### config.mk
export PLATFORM = sky130hd
export DESIGN_NAME = coalescing_store_buffer
export DESIGN_NICKNAME = d
export VERILOG_FILES = /design/src/rtl/coalescing_store_buffer.sv
export SDC_FILE = /design/constraint.sdc
export NUM_CORES = 1
export LEC_CHECK = 0
export ABC_AREA = 1
export CORE_UTILIZATION = 35
export DETAILED_ROUTE_END_ITERATION = 8
export HOLD_SLACK_MARGIN = 0.1
export SYNTH_ARGS = -nofsm -noshare
export SYNTH_HDL_FRONTEND = slang
export SYNTH_SLANG_ARGS = --single-unit
### constraint.sdc
create_clock -name clk -period 12.6 [get_ports clk]
set_input_delay 1.89 -clock clk [delete_from_list [all_inputs] [get_ports clk]]
set_output_delay 1.89 -clock clk [all_outputs]
set_load 0.01 [all_outputs]
### src/rtl/coalescing_store_buffer.sv
module coalescing_store_buffer #(
  parameter int AW     = 30,
  parameter int LANES  = 4,
  parameter int DEPTH  = 4,
  parameter int WINDOW = 2
) (
  input  logic               clk,
  input  logic               rst_n,
  input  logic               st_valid,
  output logic               st_ready,
  input  logic [AW-1:0]      st_addr,
  input  logic [8*LANES-1:0] st_data,
  input  logic [LANES-1:0]   st_mask,
  output logic               cm_valid,
  input  logic               cm_ready,
  output logic [AW-1:0]      cm_addr,
  output logic [8*LANES-1:0] cm_data,
  output logic [LANES-1:0]   cm_mask,
  output logic               cm_full
);
  localparam int DW = 8 * LANES;
  localparam int PW = $clog2(DEPTH);
  localparam int CW = $clog2(DEPTH + 1);
  localparam int GW = $clog2(WINDOW + 1);
  localparam logic [GW-1:0] WIN  = GW'(WINDOW);
  localparam logic [CW-1:0] CAP  = CW'(DEPTH);

  logic [AW-1:0]    addr_q [DEPTH];
  logic [DW-1:0]    data_q [DEPTH];
  logic [LANES-1:0] mask_q [DEPTH];
  logic [GW-1:0]    age_q  [DEPTH];
  logic [PW-1:0]    head_q, tail_q;
  logic [CW-1:0]    cnt_q;

  wire [PW-1:0] yng      = tail_q - 1'b1;
  wire          yng_open = (cnt_q != '0) && (age_q[yng] < WIN);
  wire          hit      = st_valid && yng_open && (addr_q[yng] == st_addr);
  wire          alloc    = st_valid && !hit && (cnt_q != CAP);
  wire          pop      = cm_valid && cm_ready;

  assign st_ready = hit || (cnt_q != CAP);
  assign cm_valid = (cnt_q != '0) && !((cnt_q == CW'(1)) && yng_open);
  assign cm_addr  = addr_q[head_q];
  assign cm_data  = data_q[head_q];
  assign cm_mask  = mask_q[head_q];
  assign cm_full  = &mask_q[head_q];

  always_ff @(posedge clk) begin
    if (!rst_n) begin
      head_q <= '0;
      tail_q <= '0;
      cnt_q  <= '0;
    end else begin
      if (pop)   head_q <= head_q + 1'b1;
      if (alloc) tail_q <= tail_q + 1'b1;
      cnt_q <= cnt_q + CW'(alloc) - CW'(pop);
    end
  end

  always_ff @(posedge clk) begin
    for (int i = 0; i < DEPTH; i++)
      if (age_q[i] != WIN) age_q[i] <= age_q[i] + 1'b1;
    if (alloc) begin
      addr_q[tail_q] <= st_addr;
      data_q[tail_q] <= st_data;
      mask_q[tail_q] <= st_mask;
      age_q[tail_q]  <= '0;
    end else if (hit) begin
      for (int b = 0; b < LANES; b++)
        if (st_mask[b]) data_q[yng][8*b +: 8] <= st_data[8*b +: 8];
      mask_q[yng] <= mask_q[yng] | st_mask;
    end
  end

  a_r4_no_overflow: assert property (@(posedge clk) disable iff (!rst_n)
    cnt_q <= CAP);

  a_r5_hold_offer: assert property (@(posedge clk) disable iff (!rst_n)
    cm_valid && !cm_ready |=> cm_valid && $stable(cm_addr) && $stable(cm_data) && $stable(cm_mask));

  a_r1_merge_no_alloc: assert property (@(posedge clk) disable iff (!rst_n)
    hit && !pop |=> cnt_q == $past(cnt_q));

  a_r3_head_advance: assert property (@(posedge clk) disable iff (!rst_n)
    pop |=> head_q == $past(head_q) + 1'b1);

  a_r10_empty_state: assert property (@(posedge clk) disable iff (!rst_n)
    cnt_q == '0 |-> st_ready && !cm_valid);
endmodule

== Word level (Yosys, flattened, before mapping) ==
Memories as Yosys holds them, arrays and structs flattened. A register that Yosys moved wholly into a read port is not among the register bits.
Cells that the tools add are included.
Storage, ports and cells
  register bits: 7
  bits in latches: 0
  RAM bits: 272
  ROM bits: 0
  input bits: 70
  output and inout bits: 69
  memories: 4
Memory list
  data_q: words 4, bits a word 32, rd ports 1, clocked after memory_dff 1, wr ports 1, RTL line 29  | logic [DW-1:0] data_q [DEPTH];
  addr_q: words 4, bits a word 30, rd ports 2, clocked after memory_dff 1, wr ports 1, RTL line 28  | logic [AW-1:0] addr_q [DEPTH];
  mask_q: words 4, bits a word 4, rd ports 2, clocked after memory_dff 1, wr ports 1, RTL line 30  | logic [LANES-1:0] mask_q [DEPTH];
  age_q: words 4, bits a word 2, rd ports 5, clocked after memory_dff 0, wr ports 5, RTL line 31  | logic [GW-1:0] age_q [DEPTH];
Cells by class
  add/sub/neg operators: 9
  multiply operators: 0
  divide/modulo/power cells: 0
  order comparisons: 1
  equal/unequal tests: 7
  shift-type cells: 0
  multiplexer cells: 41
  bitwise operators: 1
  reduce and logical (&&, ||, !) cells: 15
Operator list (count)
  $mux 32: 1
  $reduce_or 32->1: 1
  $eq 30x30->1: 1
  $mux 1: 30
  $mux 2: 8
  $add 2x1->2 const B: 6
  $logic_and 1x1->1: 8
  $mux 4: 2
  $ne 2x2->1 const B: 4
  $or 4x4->4: 1
  $reduce_and 4->1: 1
  $reduce_or 4->1: 1
  $add 3x1->3: 1
  $eq 3x1->1 const B: 1
  $ne 3x3->1 const B: 1
  $reduce_bool 3->1: 1
  $sub 3x1->3: 1
  $logic_not 1->1: 2
  $lt 2x2->1 const B: 1
  $sub 2x1->2 const B: 1
  $logic_or 1x1->1: 1

== Depth between registers and ports, before layout ==
An unclocked memory read counts as a cell.
  depth in word-level cells: 13
  mapped depth: 27
  gate-level depth less buffers: 21

== Worst setup path after synthesis ==
Ideal clock, no wire load.
  kind: input -> output
  start point: input st_addr[23]
  end point: output st_ready
  arrival: 2.725 ns
  slack: 7.985 ns
  cell stages on the path: 10
  path through: inv_1 -> nand3_1 -> nand2_1 -> nor2_1 -> nand2_1 -> nor2_1 -> nand2_2 -> nor2_8 -> inv_2 -> nand2_1
On the way
  cells in the longest elaborated chain, start to end: 3
RTL lines
  start: declaration: RTL line 11  | input logic [AW-1:0] st_addr,
  $eq 30x30->1: RTL line 37  | wire hit = st_valid && yng_open && (addr_q[yng] == st_addr);
  $logic_and 1x1->1: RTL line 37
  $logic_or 1x1->1: RTL line 41  | assign st_ready = hit || (cnt_q != CAP);
  end: declaration: RTL line 10  | output logic st_ready,
No other way between the ends.

== Worst setup path in the final report ==
  start point: register tail_q[0]
  end point: output st_ready
On the way
  cells in the longest elaborated chain, start to end: 7
RTL lines
  start: declaration: RTL line 32  | logic [PW-1:0] head_q, tail_q;
  start signal: assignment: RTL line 55  | if (alloc) tail_q <= tail_q + 1'b1;
  $sub 2x1->2 *: RTL line 35  | wire [PW-1:0] yng = tail_q - 1'b1;
  $mem_v2 4x2
  $lt 2x2->1: RTL line 36  | wire yng_open = (cnt_q != '0) && (age_q[yng] < WIN);
  $logic_and 1x1->1: RTL line 36
  $logic_and 1x1->1: RTL line 37
  $logic_and 1x1->1 *: RTL line 37
  $logic_or 1x1->1 *: RTL line 41
Mark *: on every way between the ends. The rest lies on a longest branch, timed or not.

==> reports/results.txt <==
layout cells sized above 1: 5.23%
Post-synth EDFFs: 264
Crit Path Class: reg -> out
combinational share of power: 34.0%
sequential element share of the synthesized area: 64.6%
port buffer count: 138
P&R area growth vs syn: 20.9%
synthesized instance count: 1,261
Initial Utilization: 35.8%
pins over their slew limit: 0
Net Sw Frac: 34.3%
Placed Cells: 1,801
Critical Path Sink Type: output port
vias in the first global route: 9,066
failing checks: DRC
final period utilization: 50.6%
switching power: 0.00108 W
r2r endpoint: data_q[0][27]$_DFFE_PP_
vias per cell: 5.17
peak supply drop: 0.104 mV
clock power share: 27.3%
P per Cell Area: 204 nW/µm²
DIE HEIGHT: 193 µm
fin worst setup slack: 6230 ps
clk_lat worst skew: 550 ps
#FFs+latches synth: 281
# setup viols final: 0
worst slew pin tran: 937 ps
syn_area_per_cell: 10.1 µm²
detailed-route via count: 9,606
Pleak: 5.71 nW
CTS tree: done
first-pass GRT wire length: 51.4 mm
Max Freq: 157 MHz
# nets final: 1,454
Hold WC Path Type: reg -> reg
Synth Cell Area: 12,800 µm²
Seq pwr share: 38.7%
Multi-input gate area: 4010 µm²
initial antenna violation count: 2
Row Count: 69
# Post-CTS Setup Buffers: 0
Die X: 193 µm
R2R setup slack: 7740 ps
CTS-repair resized insts: 0
hold path depth: 2
internal power: 0.00207 W
Max-Cap Viols: 0
H-tree levels: 1
register area: 8280 µm²
maximum number of pins on one net before global-route repair: 79
ANT nets after route: 0
Synth cell types: 31
syn_nets: 1,342
crit path time final: 6370 ps
reg-to-reg startpoint: tail_q[0]$_SDFFE_PN0P_
Post-DP HPWL: 20.3 mm
CP max FO: 74
dpl ws: 6580 ps
DR pass1 iterations: 7
Ys Warns: 0
Final Hold Violating Endpoints: 0
setup TNS: 0 ps
Core Area: 35,700 µm²
# DRC: 7
startpoint types: flip-flop
global placer's final weighted congestion: 0.887
grt total ovfl: 0
Post-Route WL: 33.4 mm
Bufs on Longest Clock Path: 3
async set-reset flop share out of synthesis: 0%
FF-to-FF path depth: 17
critical path arrival: 4480 ps
Hold Path Origin: head_q[1]$_SDFFE_PN0P_
fillers: 3,354
number of DRC markers in iteration 0: 742
Synth Flop Type: edfxtp_1
routed len/inst: 18.0 µm
RSZ-0062 raised after global routing: false
DIE AREA: 37,300 µm²
Global Route Usage Sum: 17.5%
Sink Count: 281
clock edge transition at the registers on the reported setup and hold paths: 60 ps
number of CTS-inserted buffers: 31
required time of the critical path: 10,710 ps
clock skew: 13.6 ps
hold_buf cts: 0
I/O Pins: 139
Rel. slew slack: 37.3%
status: finished with violations
root buffer cell: clkbuf_16
Layout Cells excl Fill: 1,858
[worst max-delay path: stages, from the launching register on]
cell,delay (ps)
dfxtp_2,330
inv_4,600
ha_1,380
inv_2,600
nand3_1,240
nand3b_1,160
nand2_1,160
nor2_1,140
nand2_1,90
nor2_1,130
nand2_2,100
nor2_8,200
inv_2,110
nand2_1,80
clkdlybuf4s50_1,570
[synthesized netlist by cell type, types with 13 or more instances]
| cell type | number | area, µm² |
|---|---|---|
| o22ai_1 | 62 | 388 |
| dfxtp_1 | 17 | 340 |
| nand3b_1 | 28 | 210 |
| a21oi_1 | 14 | 70.1 |
| clkbuf_1 | 44 | 165 |
| nor2_1 | 196 | 736 |
| o21ai_0 | 166 | 831 |
| nand3_1 | 69 | 345 |
| nand2_1 | 288 | 1080 |
| inv_1 | 44 | 165 |
| edfxtp_1 | 264 | 7930 |
| buf_2 | 13 | 65.1 |
[per-layer routing]
layer,vias up,GRT usage [%],part of all wire [%]
met4,2,4.03,1.5
met5,-,0,0.036
met1,4684,23.9,45
li1,4625,-,-
met2,260,29.5,48
met3,35,2.53,5.5
[flip-flops by register name, indices dropped and copies added, names as in the netlist, named ones only]
signal and cells:
addr_q 120, age_q 8, cnt_q 3, data_q 128, head_q 2, mask_q 16, tail_q 2
[metrics by stage]
step / utilization (%) / cell area [µm²] / total power (W) / hold slack [ps]
after global routing: 43.3 / 15500 / 0.00334 / 484
after detailed placement: 40.6 / 14500 / 0.00231 / 447
after global placement: 40.6 / 14500 / 0.00230 / 442
final: 43.3 / 15500 / 0.00315 / 451
after CTS: 43.3 / 15500 / 0.00318 / 457
after floorplan: - / 12800 / 0.00185 / 436
[placed cells by master, fill, tap and decap left out, types with 2 or more instances in the layout]
cell type and n:
a21oi_1 14, buf_4 9, bufinv_16 3, clkbuf_1 7, clkbuf_16 31, clkdlybuf4s50_1 138, clkinv_1 11, clkinv_2 3
dfxtp_1 14, dfxtp_4 2, edfxtp_1 264, ha_1 10, inv_1 43, inv_2 5, inv_4 2, inv_6 2
nand2_1 288, nand2_2 7, nand3_1 69, nand3b_1 28, nor2_1 192, nor2_2 5, o21ai_0 166, o21ai_1 7
o22ai_1 62, xnor2_1 4
[cell families after synthesis]
logic type | synth area share, %
simple gates | 19.2
flops | 64.6
xor+xnor | 0.342
buf+inv | 4.11
fa+ha+maj | 1.13
compound gates | 10.6
[final cells by class]
class | count | area share [%]
Sequential cell | 281 | 53.5
Multi-Input combinational cell | 861 | 25.9
Clock buffer | 38 | 5.18
Tap cell | 461 | 3.73
Antenna cell | 1 | 0.0162
Clock inverter | 18 | 1.03
Inverter | 51 | 1.27
Timing Repair Buffer | 147 | 9.36
[how the worst max path moves through the flow]
stage / end / slack, ps / from
finish: st_ready / 6230 / tail_q[0]$_SDFFE_PN0P_
CTS: st_ready / 6200 / tail_q[0]$_SDFFE_PN0P_
global placement: st_ready / 6620 / st_addr[4]
floorplan: st_ready / 7990 / st_addr[23]
global route: st_ready / 5890 / tail_q[0]$_SDFFE_PN0P_
detailed placement: st_ready / 6580 / st_addr[4]
[power by group through the flow]
stage / combinational, W / clock [W] / sequential [W]
after floorplan: 0.000649 / 0 / 0.00120
after global placement: 0.00106 / 0 / 0.00124
after detailed placement: 0.00107 / 0 / 0.00124
after CTS: 0.00108 / 0.000877 / 0.00122
after global routing: 0.00119 / 0.000914 / 0.00123
final: 0.00107 / 0.000860 / 0.00122
Note: power is estimated with default switching activity, not from simulation.
